<file path="src/rtl/cal_pkg.sv">
package cal_pkg;

  localparam int BEAT_W = 3;

  // burst-length mode codes
  typedef enum logic [1:0] {
    BLM_FIX8 = 2'b00,
    BLM_OTF  = 2'b01,
    BLM_FIX4 = 2'b10,
    BLM_RSV  = 2'b11
  } blm_e;

  // function code held in the low control bits
  localparam logic [1:0] FN_PATTERN = 2'b00;

  // one launch record travelling down the latency pipe
  typedef struct packed {
    logic vld;
    logic chop;   // four-beat burst
    logic upper;  // upper nibble of the order
  } launch_t;

  localparam launch_t LAUNCH_IDLE = '{vld: 1'b0, chop: 1'b0, upper: 1'b0};

  function automatic logic [BEAT_W-1:0] first_beat(input launch_t l);
    return {l.chop & l.upper, 2'b00};
  endfunction

  function automatic logic [BEAT_W-1:0] beats_left(input launch_t l);
    return l.chop ? 3'd3 : 3'd7;
  endfunction

endpackage

</file>
<file path="src/rtl/cal_mr3_reg.sv">
module cal_mr3_reg (
  input  logic       clk,
  input  logic       rst,
  input  logic       we,
  input  logic [2:0] din,
  output logic       en,
  output logic [1:0] func
);

  logic [2:0] q;

  always_ff @(posedge clk) begin
    if (rst) begin
      q <= 3'b000;
    end else if (we) begin
      q <= din;
    end
  end

  assign en   = q[2];
  assign func = q[1:0];

endmodule

</file>
<file path="src/rtl/cal_cmd_decode.sv">
module cal_cmd_decode
  import cal_pkg::*;
#(
  parameter int ADDR_W = 14,
  parameter int BANK_W = 3
) (
  input  logic              clk,
  input  logic              rst,
  input  logic              cmd_rd,
  input  logic [ADDR_W-1:0] cmd_addr,
  input  logic [BANK_W-1:0] cmd_bank,
  input  logic              en,
  input  logic [1:0]        func,
  input  logic [1:0]        bl_mode,
  output launch_t           launch,
  output logic              err_flag,
  output logic              norm_flag
);

  localparam int OTF_BIT = 12;
  localparam int NIB_BIT = 2;

  logic    misaligned;
  logic    bad_func;
  logic    reject;
  logic    chop;
  launch_t launch_d;
  logic    unused_bits;

  assign misaligned = (cmd_addr[1:0] != 2'b00);
  assign bad_func   = (func != FN_PATTERN);
  assign reject     = misaligned | bad_func;

  always_comb begin
    unique case (blm_e'(bl_mode))
      BLM_FIX4: chop = 1'b1;
      BLM_OTF:  chop = ~cmd_addr[OTF_BIT];
      default:  chop = 1'b0;
    endcase
  end

  always_comb begin
    launch_d       = LAUNCH_IDLE;
    launch_d.vld   = cmd_rd & en & ~reject;
    launch_d.chop  = chop;
    launch_d.upper = chop & cmd_addr[NIB_BIT];
  end

  // bits with no function, kept visible to avoid unused-input noise
  assign unused_bits = ^{cmd_bank, cmd_addr[ADDR_W-1:3]};

  always_ff @(posedge clk) begin
    if (rst) begin
      launch    <= LAUNCH_IDLE;
      err_flag  <= 1'b0;
      norm_flag <= 1'b0;
    end else begin
      launch    <= launch_d;
      err_flag  <= cmd_rd & en & reject;
      norm_flag <= cmd_rd & ~en;
    end
  end

endmodule

</file>
<file path="src/rtl/cal_lat_pipe.sv">
module cal_lat_pipe
  import cal_pkg::*;
#(
  parameter int DEPTH = 3
) (
  input  logic    clk,
  input  logic    rst,
  input  launch_t din,
  output launch_t dout
);

  generate
    if (DEPTH == 0) begin : g_pass
      assign dout = din;
    end else begin : g_stages
      launch_t stg [DEPTH];
      for (genvar i = 0; i < DEPTH; i++) begin : g_st
        always_ff @(posedge clk) begin
          if (rst) begin
            stg[i] <= LAUNCH_IDLE;
          end else if (i == 0) begin
            stg[i] <= din;
          end else begin
            stg[i] <= stg[(i == 0) ? 0 : i-1];
          end
        end
      end
      assign dout = stg[DEPTH-1];
    end
  endgenerate

endmodule

</file>
<file path="src/rtl/cal_burst_gen.sv">
module cal_burst_gen
  import cal_pkg::*;
#(
  parameter int LANES = 8
) (
  input  logic              clk,
  input  logic              rst,
  input  launch_t           start,
  output logic [LANES-1:0]  dq_out,
  output logic              dq_valid,
  output logic [BEAT_W-1:0] beat_pos
);

  logic [BEAT_W-1:0] rem;
  logic [BEAT_W-1:0] pos_nx;
  logic [BEAT_W-1:0] first;

  assign first  = first_beat(start);
  assign pos_nx = beat_pos + 3'd1;

  always_ff @(posedge clk) begin
    if (rst) begin
      dq_valid <= 1'b0;
      beat_pos <= '0;
      dq_out   <= '0;
      rem      <= '0;
    end else if (start.vld) begin
      dq_valid <= 1'b1;
      beat_pos <= first;
      dq_out   <= {LANES{first[0]}};
      rem      <= beats_left(start);
    end else if (rem != '0) begin
      dq_valid <= 1'b1;
      beat_pos <= pos_nx;
      dq_out   <= {LANES{pos_nx[0]}};
      rem      <= rem - 3'd1;
    end else begin
      dq_valid <= 1'b0;
      beat_pos <= '0;
      dq_out   <= '0;
    end
  end

endmodule

</file>
<file path="src/rtl/cal_readout_top.sv">
module cal_readout_top
  import cal_pkg::*;
#(
  parameter int ADDR_W   = 14,
  parameter int BANK_W   = 3,
  parameter int LANES    = 8,
  parameter int READ_LAT = 5
) (
  input  logic              clk,
  input  logic              rst,
  input  logic              mr3_we,
  input  logic [2:0]        mr3_din,
  input  logic [1:0]        bl_mode,
  input  logic              cmd_rd,
  input  logic [ADDR_W-1:0] cmd_addr,
  input  logic [BANK_W-1:0] cmd_bank,
  output logic [LANES-1:0]  dq_out,
  output logic              dq_valid,
  output logic [2:0]        beat_pos,
  output logic              rd_err,
  output logic              norm_rd
);

  // decode register and burst register each take one cycle of the latency
  localparam int PIPE_DEPTH = READ_LAT - 2;

  logic       mr3_en;
  logic [1:0] mr3_func;
  launch_t    dec_launch;
  launch_t    pipe_launch;

  cal_mr3_reg u_mr3 (
    .clk  (clk),
    .rst  (rst),
    .we   (mr3_we),
    .din  (mr3_din),
    .en   (mr3_en),
    .func (mr3_func)
  );

  cal_cmd_decode #(
    .ADDR_W (ADDR_W),
    .BANK_W (BANK_W)
  ) u_dec (
    .clk       (clk),
    .rst       (rst),
    .cmd_rd    (cmd_rd),
    .cmd_addr  (cmd_addr),
    .cmd_bank  (cmd_bank),
    .en        (mr3_en),
    .func      (mr3_func),
    .bl_mode   (bl_mode),
    .launch    (dec_launch),
    .err_flag  (rd_err),
    .norm_flag (norm_rd)
  );

  cal_lat_pipe #(
    .DEPTH (PIPE_DEPTH)
  ) u_pipe (
    .clk  (clk),
    .rst  (rst),
    .din  (dec_launch),
    .dout (pipe_launch)
  );

  cal_burst_gen #(
    .LANES (LANES)
  ) u_burst (
    .clk      (clk),
    .rst      (rst),
    .start    (pipe_launch),
    .dq_out   (dq_out),
    .dq_valid (dq_valid),
    .beat_pos (beat_pos)
  );

endmodule

</file>
<file path="config.mk">
export PLATFORM = sky130hd
export DESIGN_NAME = cal_readout_top
export DESIGN_NICKNAME = d
export VERILOG_FILES = /design/src/rtl/cal_pkg.sv /design/src/rtl/cal_mr3_reg.sv /design/src/rtl/cal_cmd_decode.sv /design/src/rtl/cal_lat_pipe.sv /design/src/rtl/cal_burst_gen.sv /design/src/rtl/cal_readout_top.sv
export SDC_FILE = /design/constraint.sdc
export NUM_CORES = 1
export LEC_CHECK = 0
export BUFFER_PORTS_ARGS = -buffer_cell sky130_fd_sc_hd__clkbuf_2
export CAP_MARGIN = 20
export CELL_PAD_IN_SITES_DETAIL_PLACEMENT = 0
export CELL_PAD_IN_SITES_GLOBAL_PLACEMENT = 2
export CORE_MARGIN = 4
export CORE_UTILIZATION = 26
export CTS_CLUSTER_DIAMETER = 80
export DETAILED_ROUTE_END_ITERATION = 16
export GPL_TIMING_DRIVEN = 0
export HOLD_SLACK_MARGIN = 0.02
export PLACE_DENSITY_LB_ADDON = 0.08
export RECOVER_POWER = 25
export SLEW_MARGIN = 20
export SYNTH_ARGS = -nofsm -noshare
export SYNTH_HDL_FRONTEND = slang
export SYNTH_SLANG_ARGS = --single-unit
export TNS_END_PERCENT = 20
</file>
<file path="constraint.sdc">
create_clock -name clk -period 1.3 [get_ports clk]
set_input_delay 0.065 -clock clk [delete_from_list [all_inputs] [get_ports clk]]
set_output_delay 0.065 -clock clk [all_outputs]
set_load 0.005 [all_outputs]
</file>
==> summary.md, run 1 <==
| Metric | Value |
|---|---|
| Clock Power Share | 18.8% |
| Area growth syn-to-layout | 33.5% |
| Clock Root Buffer | clkbuf_4 |
| Yosys cell types | 23 |
| Vias in the first global route | 602 |
| I/O pin total | 40 |
| Inst Count DP | 156 |
| Rel. slew slack | 66.9% |
| WP depth | 5 |
| Syn. warnings | 0 |
| CP Class | reg2reg |
| Synthesized area | 908 sq um |
| VDD IR max | 0.000523 V |
| Critical path's largest stage delay | 0.38 ns |
| Post-synth EDFFs | 0 |
| Core area | 0.00336 sq mm |
| Flops & latches, synth | 24 |
| DP Wirelength | 1.13 mm |
| Setup TNS | 0 ns |
| Final setup violation count | 0 |
| Detailed Routing Iterations Pass 1 | 2 |
| Largest net degree at the start of global routing | 14 |
| Crit path DAT | 1.46 ns |
| Final wirelength | 1.58 mm |
| Synth Instances | 84 |
| Max cap viols | 0 |
| Largest area contributor in the netlist | dfxtp_1 |
| Initial core utilization | 27.0% |
| Reg2reg start | u_burst.rem[0]$_SDFFE_PP0P_ |
| Worst clock skew | 0.00256 ns |
| Tmin final | 1.23 ns |
| Outcome | complete, no violations |
| Hold Startpoint | mr3_we |
| DRC viols | 0 |
| Worst Tran Pin Value | 0.496 ns |
| CP Cell Sequence | inv_2, ha_4, nor2b_4, or3_4, o32ai_2 |
| Via density | 3.81 |
| Hold path depth | 3 |
| Share of cells above drive strength 1 | 37.2% |
| CTS tree | done |
| Max Slew Vio Count | 0 |
| CTS Buffer Depth | 2 |
| Worst Hold End | u_mr3.q[2]$_SDFFE_PP0P_ |
| CP delay by family, top | simple AND/OR/NAND/NOR gates |
| Combinational share of power | 36.7% |
| Drt first-iter violations | 12 |
| Port Buffers | 26 |
| CP endpoint kind | register |
| Reg2reg setup slack | 0.07 ns |
| Max Fclk | 813 MHz |
| Die area | 0.00450 sq mm |
| Net Switching | 0.000573 W |
| Worst hold path class | in2reg |
| TritonCTS Sinks | 24 |
| Leak | 0.553 nW |
| Worst Path Required | 1.53 ns |
| Clk slew on worst S/H paths | 0.13 ns |
| Nets | 153 |
| PwrDens | 1670 mW/mm^2 |
| Reg-to-reg critical path endpoint | u_burst.beat_pos[2]$_SDFF_PP0_ |
| RSZ-0062 raised after global routing | no |
| Row cnt | 21 |
| H-tree Lvls | 1 |
| Crit path max fanout | 5 |
| R2R depth | 5 |
| Gr usage total | 7.82% |
| WL/cell | 9.43 um |
| Top cells by area, synth | dfxtp_1 53%, ha_1 6.9%, nor2b_1 6.9% |
| Die Wd | 67.1 um |
| Grt total ovfl | 0 |
| Clk_lat worst skew | 0.30 ns |
| Antenna violations before repair | 0 |
| N_diodes | 0 |
| Worst path bufs/invs | 1 |
| Crit path max-delay cell type | or3_4 |
| Asr flop ratio synth | 0% |
| Internal | 0.00146 W |
| Final Hold Vio Count | 0 |
| Leading cell type by number of instances after synthesis | dfxtp_1 |
| Final Instance Count excl. Fillers | 167 |
| Top_reg_cell synth | dfxtp_1 |
| Seq/Total Area, Yosys | 52.9% |
| Reg power frac | 44.5% |
| Filler cells | 379 |
| First-pass GRT wire length | 2.61 mm |
| CTS Buf Count | 3 |
| Syn Nets | 115 |
| Period utilization | 94.6% |
| Switching share of power | 28.2% |
| CP startpoint kind | register |
| Vias | 636 |
| Synth top cells by count | 24 x dfxtp_1, 10 x nor2b_1, 8 x buf_4, 7 x inv_1, 6 x nor2_1 |
| Post-Synthesis Mean Instance Area | 10.8 sq um |
| Share of Yosys cell area claimed by the top area cell type | 52.9% |
| Detail Route Antenna Nets | 0 |
| Total power | 0.00203 W |
| Die H | 67.1 um |
| Final Wtd Congestion | 0.726 |
| Finished Core Util | 36.0% |
[stage by stage]
stage	cell area (sq um)	hold WS, ns	worst slack (ns)
floorplan	908	0.141	0.0891
global placement	1100	0.301	0.0287
detailed placement	1100	0.311	0.0224
CTS	1190	0.0643	0.0154
global route	1210	0.0680	0.00585
finish	1210	0.0717	0.0706
[how the worst max path moves through the flow]
stage | slack [ns] | to | start
after detailed placement | 0.02 | u_burst.beat_pos[2]$_SDFF_PP0_ | u_burst.rem[0]$_SDFFE_PP0P_
after global routing | 0.006 | dq_out[0] | u_burst.beat_pos[0]$_SDFF_PP0_
final | 0.07 | u_burst.beat_pos[2]$_SDFF_PP0_ | u_burst.rem[0]$_SDFFE_PP0P_
after global placement | 0.03 | u_burst.beat_pos[2]$_SDFF_PP0_ | u_burst.rem[0]$_SDFFE_PP0P_
after CTS | 0.02 | u_burst.beat_pos[2]$_SDFF_PP0_ | u_burst.rem[0]$_SDFFE_PP0P_
after floorplan | 0.09 | u_burst.beat_pos[2]$_SDFF_PP0_ | u_burst.rem[0]$_SDFFE_PP0P_
[cell usage in the layout, fill, tap and decap left out, types with 2 or more instances in the layout]
| master | netlist | final |
|---|---|---|
| ha_1 | 5 | 4 |
| nor3b_1 | 2 | 2 |
| nor2b_1 | 10 | 10 |
| nor2_1 | 6 | 6 |
| clkbuf_2 | 0 | 24 |
| a211oi_1 | 2 | 2 |
| dfxtp_1 | 24 | 22 |
| dfxtp_2 | 0 | 2 |
| inv_2 | 0 | 2 |
| dlygate4sd3_1 | 0 | 6 |
| buf_4 | 8 | 9 |
| inv_1 | 7 | 5 |
| mux2i_1 | 3 | 3 |
| clkbuf_4 | 0 | 3 |
| clkbuf_1 | 1 | 3 |
| a21oi_1 | 3 | 3 |
| xnor2_1 | 2 | 2 |
[final cells by class]
cell class                      instances  area (sq um)  area share (%)
Sequential cell                        24           483            39.8
Multi-Input combinational cell         43           347            28.6
Timing Repair Buffer                   33           195            16.1
Buffer                                 10          67.6            5.57
Tap cell                               46          57.6            4.75
Clock buffer                            4          36.3            2.99
Inverter                                7          26.3            2.17
[what timing repair did]
action | CTS | global route
endpoints found under the setup margin | 1 | 2
resized for setup | 1 | 5
hold buffers | 6 | 0
hold endpoints to repair | 6 | 0
buffers inserted | 0 | 1
pin swaps | 0 | 3
[flip-flops by register name, indices dropped and copies added (netlist names)]
| name | cells |
|---|---|
| u_burst.beat_pos | 3 |
| u_burst.dq_valid | 1 |
| u_burst.rem | 3 |
| u_dec.err_flag | 1 |
| u_dec.launch | 3 |
| u_dec.norm_flag | 1 |
| u_mr3.q | 3 |
| u_pipe.g_stages.stg | 9 |
[power groups by stage]
stage	clock network (W)	logic, W	registers, W
after floorplan	0	0.000461	0.000905
after global placement	0	0.000681	0.000909
after detailed placement	0	0.000679	0.000914
after CTS	0.000408	0.000701	0.000897
after global routing	0.000434	0.000842	0.000918
final	0.000381	0.000744	0.000903
[worst register-to-register path, cell delays in order, from the launching register on]
cell	delay, ns
dfxtp_2	0.34
inv_2	0.05
ha_4	0.15
nor2b_4	0.14
or3_4	0.38
o32ai_2	0.09
[routing by layer]
metal	wire length (um)	up-vias	part of all wire, %	track usage [%]
li1	-	341	-	-
met1	753	274	48	9.80
met2	702	19	45	12.0
met3	103	2	6.5	2.02
met4	16	0	1.0	4.56
met5	0	-	0	0
[cell families after synthesis]
kind of cell    count (synthesis)  synth area share, %
simple gates                   26                 18.6
mux                             3                 3.31
flops                          24                 52.9
fa+ha+maj                       5                 6.89
compound gates                  7                 6.06
buf+inv                        17                 10.3
xor+xnor                        2                 1.93
No activity file was read; power rests on OpenSTA's default activity.
==> run 2: changes to the inputs <==
Settings changed: CORE_UTILIZATION 26 to 24.
Clock period 1.3 ns to 1.1 ns, I/O delays scaled along.
==> summary.md, run 2 (synthesized netlist as in run 1, its figures left out) <==
| Metric | Value |
|---|---|
| DP Wirelength | 1.18 mm (+4.4%) |
| Tmin final | 1.18 ns (-0.0525 ns) |
| Largest net degree at the start of global routing | 14 (unchanged) |
| Vias | 648 (+1.9%) |
| Outcome | finished with violations |
| Reg2reg start | u_burst.rem[1]$_SDFFE_PP0P_ |
| Worst hold path class | in2reg |
| Max Slew Vio Count | 0 (unchanged) |
| Commonest cells after routing, fill and taps aside | 26 x clkbuf_2, 21 x dfxtp_1, 12 x buf_4 |
| Worst clock skew | 0.00201 ns (-0.000551 ns) |
| Final Instance Count excl. Fillers | 166 (-0.60%) |
| Crit path DAT | 1.35 ns (-0.11 ns) |
| Core area | 0.00366 sq mm (+8.9%) |
| Worst Setup SP | u_burst.rem[1]$_SDFFE_PP0P_ |
| TritonCTS Sinks | 24 (unchanged) |
| Max Fclk | 850 MHz (+4.5%) |
| Leak | 0.557 nW (+0.78%) |
| CTS Buf Count | 3 (unchanged) |
| Worst Path Required | 1.28 ns (-0.25 ns) |
| RSZ-0062 raised after global routing | yes |
| Vias in the first global route | 628 (+4.3%) |
| Period utilization | 107% (+12 points) |
| Final Cell Area | 0.00121 sq mm (-0.10%) |
| First-pass GRT wire length | 2.69 mm (+3.2%) |
| Clk_lat worst skew | 0.26 ns (-0.04 ns) |
| Final wirelength | 1.64 mm (+4.0%) |
| Crit path max-delay cell type | or3_4 |
| Grt total ovfl | 0 (unchanged) |
| Final Wtd Congestion | 0.710 (-2.1%) |
| Failing checks | setup timing |
| N_diodes | 0 (unchanged) |
| Drt first-iter violations | 15 (+3) |
| CTS Buffer Depth | 2 (unchanged) |
| PwrDens | 2170 mW/mm^2 (+29%) |
| Die Wd | 69.5 um (+3.6%) |
| Port Buffers | 26 (unchanged) |
| Most Crowded Layer GR | met2 |
| Nets | 150 (-2.0%) |
| Gr usage total | 7.15% (-0.67 points) |
| Clk slew on worst S/H paths | 0.08 ns (-0.05 ns) |
| Reg2reg setup slack | -0.08 ns (-0.15 ns) |
| Routing usage on met1 | 7.70% (-2.1 points) |
| Die area | 0.00483 sq mm (+7.3%) |
| CP startpoint kind | register |
| Setup crit end | u_burst.beat_pos[2]$_SDFF_PP0_ |
| I/O pin total | 40 (unchanged) |
| Final Hold Vio Count | 0 (unchanged) |
| Most common cell after layout, fill and taps aside | clkbuf_2 |
| WL/cell | 9.87 um (+4.6%) |
| Worst Tran Pin Value | 0.543 ns (+0.0468 ns) |
| H-tree Lvls | 1 (unchanged) |
| Top reg by flops | u_pipe.g_stages.stg |
| Final worst slack | -0.0769 ns (-0.147 ns) |
| Final setup violation count | 4 (+4) |
| Detail Route Antenna Nets | 0 (unchanged) |
| CP endpoint kind | register |
| Clock Root Buffer | clkbuf_8 |
| Worst path bufs/invs | 1 (unchanged) |
| VDD IR max | 0.00107 V (+110%) |
| Initial core utilization | 24.8% (-2.2 points) |
| Reg-to-reg critical path endpoint | u_burst.beat_pos[2]$_SDFF_PP0_ |
| CP Class | reg2reg |
| Inst Count DP | 158 (+1.3%) |
| GRT met2 Usage | 11.5% (-0.48 points) |
| CTS tree | done |
| Critical path's largest stage delay | 0.35 ns (-0.03 ns) |
| Rel. slew slack | 63.8% (-3.1 points) |
| Area growth syn-to-layout | 33.3% |
| CP Cell Sequence | inv_2, ha_4, nor2b_4, or3_4, o32ai_2 |
| Share of cells above drive strength 1 | 44.9% (+7.7 points) |
| Max reg flops | 9 (unchanged) |
| Post-DP Area | 0.00111 sq mm (+1.6%) |
| Row cnt | 22 (+4.8%) |
| Via density | 3.90 (+2.5%) |
| Max cap viols | 0 (unchanged) |
| WP depth | 5 (unchanged) |
| Detailed Routing Iterations Pass 1 | 2 (unchanged) |
| Met3 Track Usage GR | 3.77% (+1.7 points) |
| Crit path max fanout | 4 (-1) |
| R2R depth | 5 (unchanged) |
| Die H | 69.5 um (+3.6%) |
| DRC viols | 0 (unchanged) |
| Antenna violations before repair | 0 (unchanged) |
| CP delay by family, top | simple AND/OR/NAND/NOR gates |
run 2: per-stage QoR:
stage	utilization [%]	setup WS, ns	hold WS (ns)	power [W]	TNS, ns
after floorplan	-	-0.0588	0.131	0.00166	-0.122
after global placement	30.4	-0.116	0.293	0.00193	-0.273
after detailed placement	30.4	-0.112	0.302	0.00194	-0.283
after CTS	32.8	-0.0837	0.0187	0.00266	-0.245
after global routing	33.1	-0.138	0.0252	0.00284	-0.588
final	33.1	-0.0769	0.0260	0.00262	-0.217
run 2: how the worst min path moves through the flow:
stage / slack [ns] / endpoint / startpoint / depth (start not counted)
2_1_floorplan: 0.13 / u_dec.err_flag$_SDFF_PP0_ / rst / 1
3_3_place_gp: 0.29 / u_mr3.q[2]$_SDFFE_PP0P_ / mr3_din[2] / 3
3_5_place_dp: 0.30 / u_mr3.q[2]$_SDFFE_PP0P_ / mr3_din[2] / 3
4_1_cts: 0.02 / u_dec.err_flag$_SDFF_PP0_ / rst / 2
5_1_grt: 0.03 / u_dec.err_flag$_SDFF_PP0_ / rst / 2
6_report: 0.03 / u_dec.err_flag$_SDFF_PP0_ / rst / 2
run 2: where the power goes:
part / total, W / leakage (nW) / switching [W] / internal (W)
combinational: 0.000970 / 0.331 / 0.000364 / 0.000606
sequential: 0.00107 / 0.197 / 0.0000877 / 0.000984
clock: 0.000581 / 0.0288 / 0.000262 / 0.000319
run 2: layer usage:
layer | wire length (um) | vias to the layer above
met5 | 0 | -
met4 | 27 | 0
met3 | 79 | 2
met2 | 789 | 13
met1 | 741 | 299
li1 | - | 334
run 2: layout make-up:
class / count / area (sq um)
plain buffers: 10 / 67.6
clock buffers: 4 / 55.1
fillers: 384 / 2450
inverters: 7 / 26.3
multi-input cells: 43 / 358
flip-flops and latches: 24 / 484
well taps: 48 / 60.1
repair buffers: 30 / 160
run 2: worst reg2reg max path, stage by stage, from the launching register on:
cell     delay, ns
dfxtp_2       0.33
inv_2         0.05
ha_4          0.15
nor2b_4       0.13
or3_4         0.35
o32ai_2       0.09
run 2: timing repair:
item | CTS | global route
hold endpoints to repair | 1 | 0
pin swaps | 3 | 0
buffers inserted | 4 | 0
resized for setup | 1 | 2
endpoints found under the setup margin | 12 | 7
==> run 3: changes to the inputs <==
--- a/config.mk
+++ b/config.mk
@@ -6,4 +6,5 @@
 export NUM_CORES = 1
 export LEC_CHECK = 0
+export ABC_AREA = 1
 export BUFFER_PORTS_ARGS = -buffer_cell sky130_fd_sc_hd__clkbuf_2
 export CAP_MARGIN = 20
@@ -11,5 +12,5 @@
 export CELL_PAD_IN_SITES_GLOBAL_PLACEMENT = 2
 export CORE_MARGIN = 4
-export CORE_UTILIZATION = 24
+export CORE_UTILIZATION = 22
 export CTS_CLUSTER_DIAMETER = 80
 export DETAILED_ROUTE_END_ITERATION = 16
@@ -18,5 +19,4 @@
 export PLACE_DENSITY_LB_ADDON = 0.08
 export RECOVER_POWER = 25
-export SLEW_MARGIN = 20
 export SYNTH_ARGS = -nofsm -noshare
 export SYNTH_HDL_FRONTEND = slang
==> constraint.sdc (replaced) <==
create_clock -name clk -period 1.1 [get_ports clk]
set_input_delay 0.055 -clock clk [delete_from_list [all_inputs] [get_ports clk]]
set_output_delay 0.055 -clock clk [all_outputs]
set_load 0.01 [all_outputs]
==> summary.md, run 3 <==
| Metric | Value |
|---|---|
| Die H | 74.0 um (+6.5%) |
| Vias | 745 (+15%) |
| DP Wirelength | 1.34 mm (+13%) |
| Final Hold Vio Count | 0 (unchanged) |
| Top_reg_cell synth | dfxtp_1 |
| Simple logic cell fraction of the synthesized area | 20.9% (+2.3 points) |
| Initial core utilization | 23.3% (-1.5 points) |
| Gr usage total | 7.03% (-0.12 points) |
| Crit path max fanout | 3 (-1) |
| Setup Fix Bufs, Post-CTS | 0 (-4) |
| Commonest cells after routing, fill and taps aside | 27 x nor2_1, 26 x inv_1, 26 x clkbuf_2 |
| CP Class | reg2reg |
| H-tree Lvls | 1 (unchanged) |
| Largest net degree at the start of global routing | 15 (+1) |
| I/O pin total | 40 (unchanged) |
| Port Buffers | 26 (unchanged) |
| Post-synth EDFFs | 0 (unchanged) |
| Tmin final | 1.03 ns (-0.144 ns) |
| Final wirelength | 1.63 mm (-0.61%) |
| Asr flop ratio synth | 0% (unchanged) |
| Yosys cell types | 14 (-39%) |
| Most common cell after layout, fill and taps aside | nor2_1 |
| Clk slew on worst S/H paths | 0.09 ns (about the same) |
| Drt first-iter violations | 15 (unchanged) |
| Syn Nets | 151 (+31%) |
| Max cap viols | 0 (unchanged) |
| Grt total ovfl | 0 (unchanged) |
| Max Fclk | 968 MHz (+14%) |
| Max reg flops | 9 (unchanged) |
| Max Slew Vio Count | 0 (unchanged) |
| DRC viols | 0 (unchanged) |
| Post-Synthesis Mean Instance Area | 7.99 sq um (-26%) |
| Met2 wire len | 773 um (-2.0%) |
| Final Wtd Congestion | 0.686 (-3.4%) |
| Antenna violations before repair | 0 (unchanged) |
| Worst Tran Pin Value | 0.218 ns (-0.324 ns) |
| Final setup violation count | 0 (-4) |
| Vias in the first global route | 689 (+9.7%) |
| CTS tree | done |
| WL/cell | 7.98 um (-19%) |
| Crit path DAT | 1.23 ns (-0.12 ns) |
| XOR/XNOR Fraction of Synth Area | 0% (-1.9 points) |
| Clock Root Buffer | clkbuf_8 |
| Via density | 3.65 (-6.4%) |
| Detail Route Antenna Nets | 0 (unchanged) |
| Top cells by area, synth | dfxtp_1 50%, nor2_1 11%, inv_1 10% |
| Largest family of logic cells by synthesized area | simple AND/OR/NAND/NOR gates |
| Seq/Total Area, Yosys | 50.1% (-2.8 points) |
| Die Wd | 74.0 um (+6.5%) |
| TritonCTS Sinks | 24 (unchanged) |
| Rel. slew slack | 85.4% (+22 points) |
| Highest routed layer | met4 |
| Filler cells | 470 (+22%) |
| Largest area contributor in the netlist | dfxtp_1 |
| Outcome | complete, no violations |
| Post-DP Area | 0.00115 sq mm (+3.4%) |
| Worst hold path class | in2reg |
| Final Cell Area | 0.00127 sq mm (+4.8%) |
| Detailed Routing Iterations Pass 1 | 4 (+2) |
| Share of cells above drive strength 1 | 28.6% (-16 points) |
| CTS Buf Count | 3 (unchanged) |
| Worst Path Required | 1.30 ns (+0.02 ns) |
| VDD IR max | 0.000636 V (-41%) |
| Core area | 0.00412 sq mm (+12%) |
| CP endpoint kind | register |
| Leading cell type by number of instances after synthesis | nor2_1 |
| RSZ-0062 raised after global routing | yes |
| CTS Buffer Depth | 2 (unchanged) |
| Share of Yosys cell area claimed by the top area cell type | 50.1% (-2.8 points) |
| Flops & latches, synth | 24 (unchanged) |
| Clk_lat worst skew | 0.27 ns (about the same) |
| Top reg by flops | u_pipe.g_stages.stg |
| Synth Area in Compound Gates | 4.05% (-2.0 points) |
| First-pass GRT wire length | 2.89 mm (+7.4%) |
| Area growth syn-to-layout | 32.4% |
| N_diodes | 0 (unchanged) |
| Post-synthesis mux area share | 0% (-3.3 points) |
| Nets | 186 (+24%) |
| PwrDens | 2160 mW/mm^2 (-0.41%) |
| Row cnt | 23 (+4.5%) |
| Synth top cells by count | 27 x nor2_1, 26 x inv_1, 24 x dfxtp_1, 12 x nand2_1, 9 x buf_4 |
| Syn. warnings | 0 (unchanged) |
| Wl on met1 | 713 um (-3.8%) |
| CP startpoint kind | register |
| Worst clock skew | 0.00642 ns (+0.00441 ns) |
| Synth Instances | 120 (+43%) |
| Adder-cell area share of the yosys netlist | 6.53% (-0.36 points) |
| Period utilization | 93.9% (-13 points) |
| Die area | 0.00548 sq mm (+13%) |
| Synthesized area | 958 sq um (+5.5%) |
| Hold WS | 0.0387 ns (+0.0127 ns) |
| Metal3 WL | 89 um (+13%) |
| Leak | 0.639 nW (+15%) |
| Finished Core Util | 30.8% (-2.3 points) |
==> run 3: cells by family (layout without fill, tap and decap cells) <==
group | count (synthesis) | after routing
buf+inv | 36 | 70
flops | 24 | 24
compound gates | 7 | 7
simple gates | 48 | 48
fa+ha+maj | 5 | 5
==> run 3: report_power, final <==
| part | internal (W) | switching [W] | total, W |
|---|---|---|---|
| combinational | 0.000449 | 0.000437 | 0.000886 |
| sequential | 0.000987 | 0.0000927 | 0.00108 |
| clock | 0.000487 | 0.000283 | 0.000770 |
==> run 3: final timing paths <==
path                            slack [ns]                                   end  cells past startpoint                            startpoint
worst max-delay path                  0.07        u_burst.beat_pos[2]$_SDFF_PP0_                      5           u_burst.rem[0]$_SDFFE_PP0P_
worst min-delay path                  0.04            u_dec.launch[2]$_SDFF_PP0_                      4                           cmd_addr[0]
worst max register to register        0.07        u_burst.beat_pos[2]$_SDFF_PP0_                      5           u_burst.rem[0]$_SDFFE_PP0P_
worst min register to register        0.40  u_pipe.g_stages.stg[1][2]$_SDFF_PP0_                      2  u_pipe.g_stages.stg[0][2]$_SDFF_PP0_
==> run 3: stage by stage <==
step                setup WS (ns)  TNS, ns  total power (W)  std cells
floorplan                  0.0791        0          0.00170        120
global placement           0.0367        0          0.00199        196
detailed placement         0.0171        0          0.00199        196
CTS                        0.0122        0          0.00281        204
global route              -0.0389   -0.141          0.00297        204
finish                     0.0671        0          0.00274        204
==> run 3: repair_timing <==
item / in CTS / in global routing
gates resized for setup: 1 / 1
pin swaps: 0 / 0
hold buffers: 4 / 0
endpoints found under the setup margin: 9 / 5
hold endpoints to repair: 4 / 0
==> run 3: metal layers <==
metal | vias up | global-route usage [%]
met5 | - | 0
met4 | 0 | 4.83
met3 | 5 | 2.16
met2 | 13 | 10.8
met1 | 315 | 8.34
li1 | 412 | -
==> run 3: worst max-delay path, stage by stage (launching register included) <==
cell	delay, ns
dfxtp_1	0.36
inv_1	0.07
ha_1	0.20
nand2_1	0.12
nand3_2	0.10
o21bai_1	0.12
==> run 3: area by class of cell <==
class | instances | area, sq um | area share (%)
Multi-Input combinational cell | 60 | 307 | 24.2
Tap cell | 50 | 62.6 | 4.93
Timing Repair Buffer | 30 | 170 | 13.4
Clock inverter | 1 | 30.0 | 2.37
Buffer | 10 | 78.8 | 6.21
Clock buffer | 3 | 41.3 | 3.25
Sequential cell | 24 | 482 | 38.0
Inverter | 26 | 97.6 | 7.69
